`src/rtl/sio_pkg.sv`:
```
// Shared offsets, interrupt bit indices and frame-format type for the serial transceiver.
// Assumes a 6-bit byte offset on the register port.
package sio_pkg;
    localparam logic [5:0] OFF_CFG  = 6'h00;
    localparam logic [5:0] OFF_SAMP = 6'h08;
    localparam logic [5:0] OFF_TXD  = 6'h10;
    localparam logic [5:0] OFF_RXD  = 6'h14;
    localparam logic [5:0] OFF_STAT = 6'h18;
    localparam logic [5:0] OFF_IEN0 = 6'h1C;
    localparam logic [5:0] OFF_IEN1 = 6'h20;
    localparam logic [5:0] OFF_PCLR = 6'h24;
    localparam logic [5:0] OFF_PSET = 6'h28;
    localparam logic [5:0] OFF_MSKD = 6'h2C;

    localparam int NUM_IRQ   = 7;
    localparam int IRQ_TXOVR = 0;
    localparam int IRQ_STOPE = 1;
    localparam int IRQ_PARE  = 2;
    localparam int IRQ_RXOVR = 3;
    localparam int IRQ_RXUND = 4;
    localparam int IRQ_TXE   = 5;
    localparam int IRQ_RXNE  = 6;

    typedef struct packed {
        logic       par_en;
        logic       par_even;
        logic       two_stop;
        logic [1:0] len;
    } frame_cfg_t;

    // Number of data bits for a length code.
    function automatic logic [3:0] data_bits(input logic [1:0] len);
        return 4'd5 + {2'b00, len};
    endfunction
endpackage

```
`src/rtl/sio_fifo.sv`:
```
// Synchronous first-in first-out queue.
// Assumes DEPTH is a power of two; the caller never pushes when full nor pops when empty.
module sio_fifo #(
    parameter int W     = 8,
    parameter int DEPTH = 16
) (
    input  logic         clk,
    input  logic         rst_n,
    input  logic         push,
    input  logic [W-1:0] din,
    input  logic         pop,
    output logic [W-1:0] dout,
    output logic         empty,
    output logic         full
);
    localparam int AW = $clog2(DEPTH);

    logic [W-1:0] mem [DEPTH];
    logic [AW:0]  wp, rp;

    assign empty = (wp == rp);
    assign full  = (wp[AW] != rp[AW]) && (wp[AW-1:0] == rp[AW-1:0]);
    assign dout  = mem[rp[AW-1:0]];

    // Store pushed data.
    always_ff @(posedge clk) begin
        if (push) mem[wp[AW-1:0]] <= din;
    end

    // Advance pointers.
    always_ff @(posedge clk) begin
        if (!rst_n) begin
            wp <= '0;
            rp <= '0;
        end else begin
            if (push) wp <= wp + 1'b1;
            if (pop)  rp <= rp + 1'b1;
        end
    end

    a_r7_no_push_full: assert property (@(posedge clk) disable iff (!rst_n) !(push && full));
    a_r7_no_pop_empty: assert property (@(posedge clk) disable iff (!rst_n) !(pop && empty));
endmodule

```
`src/rtl/sio_tx.sv`:
```
// Transmit shifter: takes one character from the queue when idle and sends start,
// data (LSB first), optional parity and stop bits, each lasting baud clock cycles.
// Assumes the frame format is stable while a frame is in flight.
module sio_tx #(
    parameter int CW = 24
) (
    input  logic                clk,
    input  logic                rst_n,
    input  logic                en,
    input  logic [CW-1:0]       baud,
    input  sio_pkg::frame_cfg_t fcfg,
    input  logic                have_data,
    input  logic [7:0]          data,
    output logic                take,
    output logic                line
);
    localparam int FW = 12;

    logic          busy;
    logic [CW-1:0] cnt;
    logic [FW-1:0] sh, frame;
    logic [3:0]    left, nb, total;
    logic [7:0]    md;
    logic          par;

    // Assemble the frame for the character at the queue head.
    always_comb begin
        nb    = sio_pkg::data_bits(fcfg.len);
        md    = data & (8'hFF >> (2'd3 - fcfg.len));
        par   = (^md) ^ ~fcfg.par_even;
        frame = '1;
        frame[0] = 1'b0;
        for (int i = 0; i < 8; i++) begin
            if (i < int'(nb)) frame[1 + i] = md[i];
        end
        if (fcfg.par_en) frame[4'd1 + nb] = par;
        total = 4'd2 + nb + {3'b000, fcfg.par_en} + {3'b000, fcfg.two_stop};
    end

    assign take = en && !busy && have_data;
    assign line = busy ? sh[0] : 1'b1;

    // Bit timing and shifting.
    always_ff @(posedge clk) begin
        if (!rst_n) begin
            busy <= 1'b0;
            cnt  <= '0;
            sh   <= '1;
            left <= '0;
        end else if (take) begin
            busy <= 1'b1;
            cnt  <= '0;
            sh   <= frame;
            left <= total;
        end else if (busy) begin
            if (cnt == baud - CW'(1)) begin
                cnt  <= '0;
                sh   <= {1'b1, sh[FW-1:1]};
                left <= left - 4'd1;
                if (left == 4'd1) busy <= 1'b0;
            end else begin
                cnt <= cnt + CW'(1);
            end
        end
    end

    a_r1_bit_hold: assert property (@(posedge clk) disable iff (!rst_n)
        (busy && cnt != '0) |-> $stable(line));
endmodule

```
`src/rtl/sio_rx.sv`:
```
// Receive shifter: synchronises the line, validates the start bit at the sample point
// and collects data, parity and stop bits, reporting one completed character per frame.
// Assumes samp < baud.
module sio_rx #(
    parameter int CW = 24
) (
    input  logic                clk,
    input  logic                rst_n,
    input  logic                en,
    input  logic [CW-1:0]       baud,
    input  logic [CW-1:0]       samp,
    input  sio_pkg::frame_cfg_t fcfg,
    input  logic                line,
    output logic                done,
    output logic [7:0]          data,
    output logic                perr,
    output logic                serr
);
    logic          s1, s2, act, perr_acc, serr_acc;
    logic [CW-1:0] cnt;
    logic [3:0]    idx, nb, last;
    logic [7:0]    sh;
    logic          hit;

    // Frame geometry from the format.
    always_comb begin
        nb   = sio_pkg::data_bits(fcfg.len);
        last = nb + 4'd1 + {3'b000, fcfg.par_en} + {3'b000, fcfg.two_stop};
        hit  = (cnt == samp);
    end

    // Two-stage line synchroniser.
    always_ff @(posedge clk) begin
        if (!rst_n) begin
            s1 <= 1'b1;
            s2 <= 1'b1;
        end else begin
            s1 <= line;
            s2 <= s1;
        end
    end

    // Frame reception.
    always_ff @(posedge clk) begin
        if (!rst_n) begin
            act      <= 1'b0;
            cnt      <= '0;
            idx      <= '0;
            sh       <= '0;
            perr_acc <= 1'b0;
            serr_acc <= 1'b0;
            done     <= 1'b0;
            data     <= '0;
            perr     <= 1'b0;
            serr     <= 1'b0;
        end else begin
            done <= 1'b0;
            if (!act) begin
                if (en && !s2) begin
                    act      <= 1'b1;
                    cnt      <= '0;
                    idx      <= '0;
                    sh       <= '0;
                    perr_acc <= 1'b0;
                    serr_acc <= 1'b0;
                end
            end else begin
                if (cnt == baud - CW'(1)) begin
                    cnt <= '0;
                    idx <= idx + 4'd1;
                end else begin
                    cnt <= cnt + CW'(1);
                end
                if (hit) begin
                    if (idx == 4'd0) begin
                        if (s2) act <= 1'b0;
                    end else if (idx <= nb) begin
                        sh[3'(idx - 4'd1)] <= s2;
                    end else if (fcfg.par_en && idx == nb + 4'd1) begin
                        perr_acc <= (s2 != ((^sh) ^ ~fcfg.par_even));
                    end else begin
                        if (!s2) serr_acc <= 1'b1;
                        if (idx == last) begin
                            act  <= 1'b0;
                            done <= 1'b1;
                            data <= sh;
                            perr <= perr_acc;
                            serr <= serr_acc | !s2;
                        end
                    end
                end
            end
        end
    end

    a_r5_false_start: assert property (@(posedge clk) disable iff (!rst_n)
        (act && idx == 4'd0 && hit && s2) |=> !act);
endmodule

```
`src/rtl/sio_uart.sv`:
```
// Serial transceiver top: register port, two character queues, transmit and receive
// shifters, and the seven-source pending/interrupt logic.
// Assumes register reads are answered one cycle after the strobe.
module sio_uart #(
    parameter int FIFO_DEPTH = 16,
    parameter int CW         = 24
) (
    input  logic        clk,
    input  logic        rst_n,
    input  logic        reg_wr,
    input  logic        reg_rd,
    input  logic [5:0]  reg_addr,
    input  logic [31:0] reg_wdata,
    output logic [31:0] reg_rdata,
    output logic        ser_tx,
    input  logic        ser_rx,
    output logic        irq0,
    output logic        irq1
);
    import sio_pkg::*;

    logic [CW-1:0]      baud, samp;
    logic               g_en, rx_en, tx_en;
    frame_cfg_t         fcfg;
    logic [NUM_IRQ-1:0] ien0, ien1, pend, ev, clr, setw;
    logic [7:0]         last_rx, tx_head, rx_head, rx_data;
    logic               tx_empty, tx_full, rx_empty, rx_full;
    logic               tx_push, tx_take, rx_pop, rx_done, rx_perr, rx_serr;
    logic               wr_txd, rd_rxd;
    logic [31:0]        rd_mux;

    assign wr_txd  = reg_wr && reg_addr == OFF_TXD;
    assign rd_rxd  = reg_rd && reg_addr == OFF_RXD;
    assign tx_push = wr_txd && !tx_full;
    assign rx_pop  = rd_rxd && !rx_empty;

    sio_fifo #(.W(8), .DEPTH(FIFO_DEPTH)) tx_q (
        .clk(clk), .rst_n(rst_n), .push(tx_push), .din(reg_wdata[7:0]),
        .pop(tx_take), .dout(tx_head), .empty(tx_empty), .full(tx_full));

    sio_fifo #(.W(8), .DEPTH(FIFO_DEPTH)) rx_q (
        .clk(clk), .rst_n(rst_n), .push(rx_done && !rx_full), .din(rx_data),
        .pop(rx_pop), .dout(rx_head), .empty(rx_empty), .full(rx_full));

    sio_tx #(.CW(CW)) tx_i (
        .clk(clk), .rst_n(rst_n), .en(g_en && tx_en), .baud(baud), .fcfg(fcfg),
        .have_data(!tx_empty), .data(tx_head), .take(tx_take), .line(ser_tx));

    sio_rx #(.CW(CW)) rx_i (
        .clk(clk), .rst_n(rst_n), .en(g_en && rx_en), .baud(baud), .samp(samp),
        .fcfg(fcfg), .line(ser_rx), .done(rx_done), .data(rx_data),
        .perr(rx_perr), .serr(rx_serr));

    // Configuration, sample point and interrupt masks.
    always_ff @(posedge clk) begin
        if (!rst_n) begin
            baud  <= '0;
            g_en  <= 1'b0;
            rx_en <= 1'b0;
            tx_en <= 1'b0;
            fcfg  <= '0;
            samp  <= CW'(7);
            ien0  <= '0;
            ien1  <= '0;
        end else if (reg_wr) begin
            case (reg_addr)
                OFF_CFG: begin
                    baud  <= reg_wdata[31:8];
                    g_en  <= reg_wdata[7];
                    rx_en <= reg_wdata[6];
                    tx_en <= reg_wdata[5];
                    fcfg  <= '{par_en: reg_wdata[4], par_even: reg_wdata[3],
                               two_stop: reg_wdata[2], len: reg_wdata[1:0]};
                end
                OFF_SAMP: samp <= reg_wdata[CW-1:0];
                OFF_IEN0: ien0 <= reg_wdata[NUM_IRQ-1:0];
                OFF_IEN1: ien1 <= reg_wdata[NUM_IRQ-1:0];
                default: ;
            endcase
        end
    end

    // Interrupt events, software set and clear.
    always_comb begin
        ev            = '0;
        ev[IRQ_TXOVR] = wr_txd && tx_full;
        ev[IRQ_STOPE] = rx_done && rx_serr;
        ev[IRQ_PARE]  = rx_done && rx_perr;
        ev[IRQ_RXOVR] = rx_done && rx_full;
        ev[IRQ_RXUND] = rd_rxd && rx_empty;
        ev[IRQ_TXE]   = tx_empty;
        ev[IRQ_RXNE]  = !rx_empty;
        clr  = (reg_wr && reg_addr == OFF_PCLR) ? reg_wdata[NUM_IRQ-1:0] : '0;
        setw = (reg_wr && reg_addr == OFF_PSET) ? reg_wdata[NUM_IRQ-1:0] : '0;
    end

    // Pending register: events win over a simultaneous clear.
    always_ff @(posedge clk) begin
        if (!rst_n) pend <= '0;
        else        pend <= (pend & ~clr) | ev | setw;
    end

    assign irq0 = |(pend & ien0);
    assign irq1 = |(pend & ien1);

    // Read data selection.
    always_comb begin
        case (reg_addr)
            OFF_CFG:  rd_mux = {baud, g_en, rx_en, tx_en, fcfg.par_en, fcfg.par_even,
                                fcfg.two_stop, fcfg.len};
            OFF_SAMP: rd_mux = 32'(samp);
            OFF_RXD:  rd_mux = {24'h0, rx_empty ? last_rx : rx_head};
            OFF_STAT: rd_mux = {28'h0, tx_empty, tx_full, rx_empty, rx_full};
            OFF_IEN0: rd_mux = 32'(ien0);
            OFF_IEN1: rd_mux = 32'(ien1);
            OFF_PCLR, OFF_PSET: rd_mux = 32'(pend);
            OFF_MSKD: rd_mux = 32'(pend & (ien0 | ien1));
            default:  rd_mux = '0;
        endcase
    end

    // Registered read data and last-taken character.
    always_ff @(posedge clk) begin
        if (!rst_n) begin
            reg_rdata <= '0;
            last_rx   <= '0;
        end else begin
            if (reg_rd) reg_rdata <= rd_mux;
            if (rx_pop) last_rx <= rx_head;
        end
    end

    a_r8_tx_overrun: assert property (@(posedge clk) disable iff (!rst_n)
        (wr_txd && tx_full) |=> pend[IRQ_TXOVR]);
    a_r9_rx_underrun: assert property (@(posedge clk) disable iff (!rst_n)
        (rd_rxd && rx_empty) |=> pend[IRQ_RXUND]);
    a_r10_rx_overrun: assert property (@(posedge clk) disable iff (!rst_n)
        (rx_done && rx_full) |=> pend[IRQ_RXOVR]);
    a_r12_rxne_level: assert property (@(posedge clk) disable iff (!rst_n)
        !rx_empty |=> pend[IRQ_RXNE]);
endmodule

```
`config.mk`:
```
export PLATFORM = sky130hd
export DESIGN_NAME = sio_uart
export DESIGN_NICKNAME = d
export VERILOG_FILES = /design/src/rtl/sio_pkg.sv /design/src/rtl/sio_fifo.sv /design/src/rtl/sio_tx.sv /design/src/rtl/sio_rx.sv /design/src/rtl/sio_uart.sv
export SDC_FILE = /design/constraint.sdc
export NUM_CORES = 1
export LEC_CHECK = 0
export ABC_AREA = 1
export BUFFER_PORTS_ARGS = -buffer_cell sky130_fd_sc_hd__buf_2
export CORE_AREA = 2 2 200 202
export CTS_CLUSTER_DIAMETER = 120
export DETAILED_ROUTE_END_ITERATION = 7
export DIE_AREA = 0 0 202 204
export PLACE_DENSITY_LB_ADDON = 0.1
export SYNTH_ARGS = -nofsm -noshare
export SYNTH_HDL_FRONTEND = slang
export SYNTH_SLANG_ARGS = --single-unit
```
`constraint.sdc`:
```
create_clock -name clk -period 3.3 [get_ports clk]
set_input_delay 0.66 -clock clk [delete_from_list [all_inputs] [get_ports clk]]
set_output_delay 0.66 -clock clk [all_outputs]
set_load 0.01 [all_outputs]
```
# ---- After elaboration in Yosys (flattened, before gate mapping)
# Memories as Yosys holds them, arrays and structs flattened. A register that Yosys moved wholly into a read port is not among the register bits.
# Cells that the tools add are included.
dict set report classes {
  muxes 71
  order_cmp 13
  bitwise 19
  reduce_logical 50
  shift 1
  div_mod_pow 0
  n_mul 0
  n_eq_ne 30
  n_addsub 18
}
# cell n
set ops {}
lappend ops {{$pmux 32 s8} 1}
lappend ops {{$mux 24} 4}
lappend ops {{$eq 24x24->1} 3}
lappend ops {{$add 24x1->24 const B} 2}
lappend ops {{$mux 12} 4}
lappend ops {{$mux 8} 6}
lappend ops {{$mux 1} 40}
lappend ops {{$mux 4} 10}
lappend ops {{$and 7x7->7} 4}
lappend ops {{$eq 6x5->1 const B} 4}
lappend ops {{$eq 6x6->1 const B} 4}
lappend ops {{$sub 24x1->24 const B} 1}
lappend ops {{$logic_and 1x1->1} 22}
lappend ops {{$or 7x7->7} 3}
lappend ops {{$add 5x1->5 const B} 4}
lappend ops {{$add 4x1->4} 4}
lappend ops {{$eq 4x4->1} 4}
lappend ops {{$lt 3x4->1 const A} 4}
lappend ops {{$ne 2x2->1 const B} 8}
lappend ops {{$reduce_xor 8->1} 2}
lappend ops {{$mux 7} 2}
lappend ops {{$reduce_or 7->1} 2}
lappend ops {{$bwmux 12} 1}
lappend ops {{$reduce_and 2->1} 6}
lappend ops {{other kinds (36)} 57}
dict set report word_totals {
  in_bits 43
  ff_bits 230
  rom_bits 0
  out_inout_bits 35
  ramBits 256
  n_memories 2
  latchBits 0
}
# name words width read_ports rd_ports_with_merged_regs write_ports line
set memory_table {}
lappend memory_table {rx_q.mem 16 8 1 1 1 sio_fifo.sv:18} ;# logic [W-1:0] mem [DEPTH];
lappend memory_table {tx_q.mem 16 8 1 1 1 sio_fifo.sv:18}

# ---- Logic depth before layout (Yosys ltp)
# Gate-level depths: netlist of run 1.
dict set report logic_depth {
  depth_word 11
  mapped_depth 22
}

# ---- Modules after synthesis
# From an unflattened synthesis of run 1, not the netlist that was laid out.
dict set report hier_totals {
  hier_cells 3374
  area_unflattened_um2 26157.6
}
# module area_per_inst_um2 cells_per_inst n_inst seq_area_each_um2
set modules_own_cells {}
lappend modules_own_cells {{sio_fifo (rx_q)} 6179.7 605 1 4124.0}
lappend modules_own_cells {{sio_fifo (tx_q)} 6177.2 605 1 4124.0}
lappend modules_own_cells {sio_uart 5107.4 740 1 2342.2}
lappend modules_own_cells {sio_rx 4997.3 795 1 1041.0}
lappend modules_own_cells {sio_tx 3696.0 629 1 820.8}

# ---- Worst setup path before layout of run 1
# Ideal clock, no wire load.
dict set report synth_timing {
  path_type {reg2reg}
  start {register fcfg[0] (netlist name)}
  end {register rx_i.sh[5]}
  arrival_ns 2.372
  path_stages_with_launch 15
  path_slack_ns 0.795
  required_time_ns 3.168
  setup_time_ns 0.132
  path_cell_list {dfxtp_1 inv_1 ha_1 inv_1 ha_1 inv_1 nor2_1 o21ai_0 a32o_1 a21oi_1 inv_1 buf_1 o211ai_1 nand2_1 a21oi_1}
}
dict set report synth_via {
  elab_chain_cells 4
}
# element line
set synth_lines {}
lappend synth_lines {{$add 3x2->4} sio_pkg.sv:33} ;# return 4'd5 + {2'b00, len};
lappend synth_lines {{$le 4x4->1} sio_rx.sv:77} ;# end else if (idx <= nb) begin
lappend synth_lines {{$ne 2x2->1 (no line)} -}
lappend synth_lines {{$reduce_and 4->1 (no line)} -}
lappend synth_lines {{end signal, assigned} sio_rx.sv:49} ;# sh <= '0;
lappend synth_lines {{end signal, assigned} sio_rx.sv:63} ;# sh <= '0;
lappend synth_lines {{end signal, assigned by index} sio_rx.sv:78} ;# sh[3'(idx - 4'd1)] <= s2;
lappend synth_lines {{end, declared} sio_rx.sv:22} ;# logic [7:0] sh;
# No other way between the ends.
# A chain may end at the register's enable or synchronous reset.

# ---- Worst setup path after layout of run 1
dict set report layout_timing {
  start {register fcfg[1] (netlist name)}
  end {register rx_i.serr}
}
dict set report layout_via {
  elab_chain_cells 6
  elab_cells_between_ends 11
  classes_between {add/sub (4); order compare (1); eq/ne (2); bitwise (2); reduce/logical (2)}
}
# element line
set layout_lines {}
lappend layout_lines {{$add 3x2->4 (*)} sio_pkg.sv:33}
lappend layout_lines {{$add 1x4->4} {sio_rx.sv:28, sio_rx.sv:79}}
lappend layout_lines {{$add 4x1->4 or $eq 4x4->1 (tied branches)} {sio_rx.sv:28, sio_rx.sv:79}}
lappend layout_lines {{$add 4x1->4 or $logic_and 1x1->1 (tied branches)} {sio_rx.sv:28, sio_rx.sv:79}}
lappend layout_lines {{$eq 4x4->1 or $not 1->1 (tied branches)} -}
lappend layout_lines {{$reduce_and 6->1 (no line) (*)} -}
lappend layout_lines {{end signal, assigned} sio_rx.sv:88} ;# serr <= serr_acc | !s2;
lappend layout_lines {{end, declared} sio_rx.sv:17} ;# output logic serr
# Mark *: on every way between the ends. The rest lies on a longest branch, timed or not.

==> results of run 1 <==
-- power breakdown --
group | total [mW] | internal [mW] | switching [mW] | leakage [nW]
Clock | 6.14 | 3.63 | 2.50 | 0.868
Combinational | 0.399 | 0.110 | 0.289 | 5.27
Sequential | 6.45 | 6.43 | 0.0124 | 4.56
Total | 13.0 | 10.2 | 2.81 | 10.7
-- cell families (layout without fill, tap and decap cells) --
kind of cell | count (synthesis) | count (layout)
simple gates | 1276 | 1276
flops | 494 | 494
buf+inv | 459 | 566
fa+ha+maj | 33 | 33
compound gates | 531 | 531
xor+xnor | 74 | 74
mux | 33 | 33
-- critical path, stage by stage, from the launching register on --
cell and delay [ps]:
dfxtp_1 450, inv_1 180, ha_1 340, inv_1 120, nand2_1 60, nand2_1 100, inv_1 70, ha_1 200
xor2_1 160, nor2_1 110, nand4_1 120, nor3_1 220, and2_1 200, nand2_1 50, inv_1 260, o21ai_0 150
nand2_1 80
-- state kept, by name, summed over array words and instances, names as in the netlist, 4 cells and up, named ones only --
signal and count:
baud 24, fcfg 5, ien0 7, ien1 7, last_rx 8, pend 7, reg_rdata 32, rx_i.cnt 24
rx_i.data 8, rx_i.idx 4, rx_i.sh 8, rx_q.mem 128, rx_q.rp 5, rx_q.wp 5, samp 24, tx_i.cnt 24
tx_i.left 4, tx_i.sh 12, tx_q.mem 128, tx_q.rp 5, tx_q.wp 5
-- layout by cell type (no fill, tap or decap), types with 13 or more instances in the layout --
cell type,n
ha_1,31
a21oi_1,221
dfxtp_1,236
edfxtp_1,256
nor4_1,13
nor3_1,31
xor2_1,52
o22ai_1,20
clkbuf_16,52
inv_1,321
o211ai_1,47
nand3b_1,13
xnor2_1,19
nand2_2,17
o21ai_0,192
a31oi_1,13
mux2i_1,33
buf_2,76
nand4_1,53
buf_4,55
nor2_1,261
nand3_1,201
nand2_1,636
-- repair_timing --
action,in CTS,in global routing
hold endpoints to repair,0,0
buffers inserted,0,1
setup endpoints to repair,0,9
hold buffers,0,0
-- metal layers --
layer,global-route usage (%),wire length [um]
met4,11.48,2416
met2,51.90,30620
met3,4.576,5266
met5,0,0
met1,47.44,30120
-- worst max path at each step --
| stage | from | end | slack [ps] | cells after the start |
|---|---|---|---|---|
| floorplan | fcfg[0] | rx_i.sh[5] | 800 | 14 |
| finish | fcfg[1] | rx_i.serr | 380 | 16 |
| global placement | reg_addr[1] | tx_q.mem[10][2] | 410 | 10 |
| CTS | fcfg[1] | rx_i.data[3] | 360 | 14 |
| detailed placement | reg_addr[1] | tx_q.mem[10][1] | 300 | 10 |
| global route | fcfg[1] | rx_i.serr | 30 | 16 |
-- per-stage QoR --
| stage | instance area [um2] | hold WS [ps] |
|---|---|---|
| 2_1_floorplan | 24220 | 392.5 |
| 3_3_place_gp | 25160 | 396.9 |
| 3_5_place_dp | 25160 | 404.1 |
| 4_1_cts | 26960 | 202.9 |
| 5_1_grt | 26970 | 221.4 |
| 6_report | 26970 | 232.3 |
-- final cells by class --
type | count | area (um2)
Sequential cell | 494 | 12460
Fill cell | 3163 | 12210
Multi-Input combinational cell | 1947 | 9952
Clock buffer | 64 | 1386
Inverter | 337 | 1265
Timing Repair Buffer | 133 | 833.3
Tap cell | 525 | 656.9
Clock inverter | 32 | 419.2
==> flow_summary_export.csv, run 1 <==
group,metric,value,unit
cells_and_area,diodes,0,
setup_path,r2r_start,"fcfg[1]",
routing,avgRoutedWirePerCell,19.37,um
power,p_total,12.98,mW
placement,routabilityCongestion,0.9960,
synth,ys_ff_latch,494,
synth,synth_fp_nets,2976,
sta,finalSetupViolations,0,
cells_and_area,final-instance-count-excl-fill,3532,
sta,slew_viol_final,0,
global_routing,grt_pass1_vias,19030,
sta,clock_skew,25.55,ps
routing,vias,20560,
routing,firstDrtPassIters,6,
synth,synthSimpleGateAreaFrac,23.03,%
synth,synthTopCellsByCount,"636 x nand2_1, 321 x inv_1, 261 x nor2_1",
die,row_count,73,
outcome,status,"finished clean",
synth,synth-seq-area-share,51.42,%
sta,setup_slack,375.6,ps
synth,synthTopCellsByArea,"edfxtp_1 32%, dfxtp_1 20%, nand2_1 9.9%, inv_1 5.0%, a21oi_1 4.6%",
cells_and_area,nNetsFinal,3040,
cells_and_area,drive_gt1_share,9.677,%
sta,slew_headroom,32.95,%
die,fp.coreArea,39180,um2
setup_path,crit_required,3860,ps
sta,rsz0062_at_grt,"no",
die,io_pins,78,
synth,synthCells,2900,
die,die-width,202,um
setup_path,critPathArrivalTime,3480,ps
min_path,hold_class,"in2reg",
synth,synth_top_family_by_area,"simple AND/OR/NAND/NOR gates",
global_routing,antenna_found_initial,0,
synth,synth_edf_count,256,
sta,finalHoldViolCount,0,
setup_path,startpoint_type,"register",
clocking,htree_levels,2,
placement,io_buffers,77,
synth,async_reset_ff_share,0,%
sta,final.min_clock_period,2924,ps
clocking,cts_buffer_depth,3,
min_path,min_from,"ser_rx",
min_path,holdPathStages,2,
power,p_leak,10.70,nW
synth,ys_warn_count,0,
global_routing,grtUsageTotal,33.10,%
placement,dp_slack,301.5,ps
clocking,clk_latency,610,ps
routing,drt_iter0_drc,2220,
global_routing,grt.overflow.total,0,
die,fp.dieArea,41210,um2
job,drv_cap,0,
power,p_per_area,481.3,nW/um2
clocking,cts_root_buf,"clkbuf_16",
min_path,hold_end,"rx_i.s1",
synth,muxShareOfSynthArea,1.364,%
setup_path,reg2regPathDepth,16,
setup_path,reg2reg_to,"rx_i.serr",
cells_and_area,synthToLayoutAreaGrowth,11.36,%
clocking,cts_resized,0,
placement,placedCellCount,3435,
placement,post-dp-hpwl,48660,um
sta,tns,0,ps
clocking,clock_sinks,494,
setup_path,r2r_setup_slack,380,ps
routing,viasPerCell,5.822,
synth,ys_types,59,
synth,synth-compound-area-share,12.08,%
setup_path,worstSetupPathType,"reg2reg",
clocking,numCtsBuffers,51,
synth,synth_top_area_share,31.74,%
sta,fmax,342.0,MHz
sta,fin_crit_sh,88.62,%
synth,synthMostInstantiatedCell,"nand2_1",
synth,synth_area_leader_cell,"edfxtp_1",
setup_path,worstSetupEndpointType,"register",
die,die_y,204,um
setup_path,critPathMaxFanout,11,
synth,synthXorXnorAreaFrac,2.852,%
clocking,cts_tree,"done",
synth,yosys.area_share.adder,1.767,%
routing,ant_nets,0,
cells_and_area,final_core_util,68.83,%
synth,syn_area,24220,um2
sta,worstMarginPinSlew,1004,ps
synth,ys.flop_type,"edfxtp_1",
die,initial_core_util,61.81,%
synth,syn_avg_cell_area,8.351,um2
global_routing,grt_pass1_wl,106000,um
routing,drc_errors,0,
power,irDropWorstVdd,642.6,uV
clocking,path_clk_slew,60,ps
routing,drt_wl_total,68420,um
global_routing,grt_max_degree,71,
Note: power is estimated with default switching activity, not from simulation.
==> run 2: changes to the inputs <==
- CELL_PAD_IN_SITES_DETAIL_PLACEMENT: not set -> 1
- CELL_PAD_IN_SITES_GLOBAL_PLACEMENT: not set -> 1
- CORE_AREA: 2 2 200 202 -> 2 2 239 241
- DIE_AREA: 0 0 202 204 -> 0 0 241 243
- PLACE_DENSITY: not set -> 0.91
- PLACE_DENSITY_LB_ADDON: 0.1 -> not set
- SYNTH_HIERARCHICAL: not set -> 1
==> run 2 against run 1 <==
Synthesized cell count is 16% higher. Critical path depth is 1 higher. Critical endpoint is now tx_i/sh[10]. Routed wire length is 28% higher. Non-clock buffer count is 9 higher. Core utilization is 17 points lower. Highest routed layer is now met5.
==> flow_summary_export.csv, run 2 <==
group,metric,value,unit
setup_path,reg2regPathDepth,17,
sta,slew_headroom,15.90,%
sta,fmax,330.9,MHz
min_path,hold_class,"in2reg",
synth,synth_top_family_by_area,"simple AND/OR/NAND/NOR gates",
setup_path,critPathMaxFanout,38,
synth,synth-seq-area-share,47.60,%
cells_and_area,final_common_cell,"nand2_1",
setup_path,startpoint_type,"register",
global_routing,antenna_found_initial,3,
synth,syn_avg_cell_area,7.753,um2
routing,drt_wl_total,87670,um
synth,synth-compound-area-share,6.453,%
sta,slew_viol_final,0,
clocking,htree_levels,2,
die,io_pins,78,
synth,synthTopCellsByCount,"956 x nand2_1, 415 x inv_1, 342 x nor2_1",
routing,drt_iter0_drc,2173,
sta,finalSetupViolations,0,
sta,final.min_clock_period,3023,ps
die,initial_core_util,46.75,%
cells_and_area,nNetsFinal,3513,
synth,ys_warn_count,6,
power,p_leak,12.99,nW
die,row_count,87,
routing,avgRoutedWirePerCell,20.70,um
synth,ys.flop_type,"edfxtp_1",
synth,synth_top_area_share,29.39,%
global_routing,grt_pass1_vias,24700,
synth,synthMostInstantiatedCell,"nand2_1",
setup_path,crit_required,3800,ps
die,fp.coreArea,55950,um2
synth,syn_area,26160,um2
cells_and_area,layout_common_cells,"955 x nand2_1, 415 x inv_1, 342 x nor2_1",
die,die_y,243,um
placement,post-dp-hpwl,58390,um
placement,io_buffers,77,
power,irDropWorstVdd,450.0,uV
routing,ant_nets,0,
cells_and_area,final_core_util,51.96,%
synth,async_reset_ff_share,0,%
outcome,status,"finished clean",
cells_and_area,drive_gt1_share,9.977,%
synth,synthXorXnorAreaFrac,4.085,%
power,p_per_area,455.1,nW/um2
sta,fin_crit_sh,91.59,%
synth,synthCells,3374,
routing,drc_errors,0,
setup_path,path_depth,17,
clocking,path_clk_slew,70,ps
min_path,holdPathStages,2,
synth,muxShareOfSynthArea,0,%
clocking,cts_tree,"done",
sta,finalHoldViolCount,0,
cells_and_area,fillers,6954,
sta,worstMarginPinSlew,1260,ps
global_routing,grt_max_degree,83,
sta,tns,0,ps
clocking,cts_root_buf,"clkbuf_16",
synth,synth_area_leader_cell,"edfxtp_1",
clocking,cts_buffer_depth,3,
setup_path,path_buf_inv,4,
global_routing,grt.overflow.total,0,
placement,dp_slack,269.1,ps
die,fp.dieArea,58560,um2
setup_path,critPathArrivalTime,3520,ps
synth,synthSimpleGateAreaFrac,30.81,%
routing,vias,23950,
setup_path,max_stage_delay,350,ps
sta,rsz0062_at_grt,"no",
clocking,clock_sinks,494,
setup_path,path_cells,"inv_4 > buf_12 > nand2_1 > nand3_1 > nand3_1 > nand3_1 > nand2_1 > xnor2_1 > xnor2_1 > xor2_1 > inv_1 > nand2_1 > nand3_1 > o22ai_1 > inv_1 > nand2_1 > nand3_1",
synth,synth_fp_nets,3454,
die,die-width,241,um
setup_path,crit_top_cell,"nand3_1",
sta,clock_skew,23.27,ps
setup_path,worstSetupEndpointType,"register",
synth,synthTopCellsByArea,"edfxtp_1 29%, dfxtp_1 18%, nand2_1 14%, nand3_1 6.5%, inv_1 6.0%",
global_routing,grt_pass1_wl,136900,um
cells_and_area,synthToLayoutAreaGrowth,11.14,%
sta,setup_slack,277.5,ps
synth,yosys.area_share.adder,1.827,%
setup_path,crit_path_top_delay_cell,"dfxtp_2",
clocking,numCtsBuffers,53,
clocking,cts.hold.buffers_added,0,
synth,synth_edf_count,256,
job,drv_cap,0,
clocking,clk_latency,650,ps
global_routing,grtUsageTotal,29.80,%
routing,firstDrtPassIters,6,
synth,ys_ff_latch,494,
synth,ys_types,51,
setup_path,crit_family,"simple AND/OR/NAND/NOR gates",
routing,viasPerCell,5.654,
placement,routabilityCongestion,0.9604,
setup_path,worstSetupPathType,"reg2reg",
-- run 2: cell types whose count changed after synthesis, moves of 33 or more --
cell and delta:
a21oi_1 -87, inv_1 +94, mux2i_1 -33, nand2_1 +320
nand3_1 +138, nor2_1 +81, o211ai_1 -43, o21ai_0 -58
xnor2_1 +51
-- run 2: where the power goes --
group	internal, mW	switching (mW)	total (mW)
registers	6.43	0.0173	6.45
logic	0.117	0.326	0.443
clock network	3.62	2.72	6.33
-- run 2: cells by family (layout without fill, tap and decap cells) --
kind of cell / after synthesis / in the layout
compound gates: 315 / 315
xor+xnor: 122 / 122
fa+ha+maj: 37 / 37
buf+inv: 569 / 673
flops: 494 / 494
other cells: 0 / 1
simple gates: 1837 / 1837
-- run 2: final cells by class --
| type | count | area, um2 | area share, % |
|---|---|---|---|
| inverters | 431 | 1620 | 5.574 |
| multi-input cells | 2311 | 11310 | 38.89 |
| repair buffers | 142 | 900.9 | 3.099 |
| well taps | 756 | 945.9 | 3.254 |
| clock buffers | 68 | 1484 | 5.105 |
| diodes | 1 | 2.502 | 0.008608 |
| flip-flops and latches | 494 | 12460 | 42.85 |
| clock inverters | 32 | 355.3 | 1.222 |
-- run 2: final timing paths --
check                              start  slack [ps]           to
worst max-delay path            register         280  tx_i/sh[10]
worst min-delay path              ser_rx         240      rx_i/s1
worst max register to register  register         280  tx_i/sh[10]
worst min register to register   rx_i/s1         420      rx_i/s2
-- run 2: timing repair --
action / 4_1_cts / 5_1_grt
setup endpoints to repair: 0 / 19
resized for setup: 0 / 8
buffers inserted: 0 / 1
-- run 2: metal layers --
layer  global-route usage (%)  up-vias  wire length [um]
li1                         -    10960                 -
met1                    38.48    11870             36560
met2                    50.10      898             42200
met3                    4.378      219              5769
met4                    11.69        4              3107
met5                        0        -                24
-- run 2: per-stage QoR --
stage | std cells | total power [mW] | hold slack, ps | instance area, um2
CTS | 4233 | 13.28 | 212.2 | 29040
finish | 4235 | 13.23 | 235.6 | 29070
floorplan | 3374 | 6.829 | 392.5 | 26160
detailed placement | 4133 | 7.013 | 404.0 | 27200
global route | 4235 | 13.52 | 218.7 | 29070
global placement | 4133 | 6.998 | 396.6 | 27200
==> run 3: changes to the inputs <==
- PLACE_DENSITY: 0.91 -> not set
- PLACE_DENSITY_LB_ADDON: not set -> 0.1
- RECOVER_POWER: not set -> 50
==> run 3 against run 2 <==
Non-clock buffer count decreased by 2. Clock power shrank 2%. Routed wire length fell by 6.0%. Highest routed layer unchanged. Die area is the same. Largest power group unchanged. Critical endpoint is now baud[21]. Worst hold slack gained 16 ps.
==> flow_summary_export.csv, run 3 (synthesized netlist as in run 2, its figures left out) <==
group,metric,value,unit
routing,firstDrtPassIters,5,
sta,fmax,335.3,MHz
cells_and_area,nNetsFinal,3511,
sta,hold_ws,251.9,ps
cells_and_area,layout_common_cells,"958 x nand2_1, 417 x inv_1, 343 x nor2_1",
setup_path,max_stage_delay,640,ps
setup_path,crit_family,"simple AND/OR/NAND/NOR gates",
sta,finalSetupViolations,0,
die,fp.coreArea,55950,um2
cells_and_area,final_common_cell,"nand2_1",
setup_path,crit_top_cell,"nor2_1",
die,die_y,243,um
setup_path,startpoint_type,"primary input",
outcome,status,"finished clean",
global_routing,grt.overflow.total,0,
sta,final.min_clock_period,2983,ps
setup_path,path_buf_inv,3,
sta,fin_crit_sh,90.38,%
routing,avgRoutedWirePerCell,19.48,um
cells_and_area,synthToLayoutAreaGrowth,10.58,%
sta,tns,0,ps
die,row_count,87,
placement,routabilityCongestion,0.9301,
global_routing,grt_max_degree,69,
routing,vias,22680,
global_routing,grt_pass1_vias,23440,
sta,rsz0062_at_grt,"no",
min_path,hold_class,"in2reg",
die,io_pins,78,
clocking,cts_tree,"done",
global_routing,antenna_found_initial,1,
clocking,clk_latency,610,ps
die,fp.dieArea,58560,um2
die,die-width,241,um
cells_and_area,seqCellArea,12460,um2
global_routing,grt_pass1_wl,129600,um
clocking,post_cts.repair.setup_buffers,0,
setup_path,worstSetupPathType,"in2reg",
sta,clock_skew,17.24,ps
sta,slew_viol_final,0,
clocking,cts_root_buf,"clkbuf_16",
global_routing,grt_use_met3,3.230,%
cells_and_area,fillers,7018,
routing,ant_nets,0,
routing,drc_errors,0,
routing,drt_iter0_drc,1317,
routing,drt_wl_total,82400,um
global_routing,grt_use_met2,50.10,%
global_routing,grt.met1_usage,35.34,%
routing,viasPerCell,5.359,
power,p_leak,12.76,nW
cells_and_area,multi_input_area,11270,um2
placement,post-dp-hpwl,59290,um
die,initial_core_util,46.75,%
placement,io_buffers,77,
power,irDropWorstVdd,355.2,uV
sta,finalHoldViolCount,0,
global_routing,grt-busiest-layer,"met2",
setup_path,path_cells,"buf_2 > nor2_1 > nand2_1 > nor3_1 > nand2_1 > inv_1 > buf_4 > nor2_1 > nor2_1",
clocking,clock_sinks,494,
sta,slew_headroom,12.20,%
clocking,htree_levels,2,
clocking,cts_resized,0,
power,p_per_area,452.2,nW/um2
setup_path,worstSetupEndpointType,"register",
clocking,numCtsBuffers,53,
sta,worstMarginPinSlew,1317,ps
clocking,path_clk_slew,60,ps
setup_path,critPathMaxFanout,26,
clocking,cts.hold.buffers_added,0,
setup_path,critPathArrivalTime,3520,ps
setup_path,crit_required,3840,ps
global_routing,grtUsageTotal,28.16,%
cells_and_area,drive_gt1_share,8.204,%
job,drv_cap,0,
clocking,cts_buffer_depth,3,
setup_path,crit_path_top_delay_cell,"inv_1",
[run 3: changes by cell type in the layout (fill, tap and decap cells not counted), moves of 2 or more]
cell,change
clkinv_1,+2
nand2_4,-2
clkbuf_16,+2
clkbuf_8,+3
buf_4,-12
inv_1,+2
nand2_1,+3
buf_2,-40
clkbuf_1,+49
inv_16,-2
clkinvlp_4,-3
[run 3: path summary, 6_finish.rpt]
check                      end  slack [ps]  cells after the start         from
setup / recovery      baud[21]         320                      9  reg_addr[1]
hold / removal         rx_i/s1         250                      2       ser_rx
setup reg to reg  rx_i/data[3]         370                     13      fcfg[0]
hold reg to reg        rx_i/s2         420                      1      rx_i/s1
[run 3: cell type report]
cell class	count	share of cell area (%)
clock inverters	26	0.8911
clock buffers	72	5.433
multi-input cells	2311	38.98
repair buffers	140	2.760
diodes	1	0.008652
flip-flops and latches	494	43.06
inverters	431	5.593
well taps	756	3.270
[run 3: routing by layer]
metal	part of all wire, %	vias to the layer above
met2	51	471
met1	42	11110
met4	3.2	2
met3	3.8	141
met5	0.018	-
li1	-	10950
[run 3: metrics by stage]
stage                     worst slack, ps  utilization [%]  power (mW)  instance area, um2  std cells
after floorplan                     772.3                -       6.829               26160       3374
after global placement              462.1            48.62       7.003               27200       4132
after detailed placement            324.3            48.62       7.016               27200       4132
after CTS                           328.2            51.89       13.22               29030       4230
after global routing                31.86            51.69       13.48               28920       4230
final                               317.3            51.70       13.08               28920       4231
[run 3: power by group]
group	switching (mW)	internal, mW	total, mW
logic	0.317	0.111	0.428
clock network	2.55	3.65	6.20
registers	0.0179	6.44	6.45
total	2.88	10.2	13.1
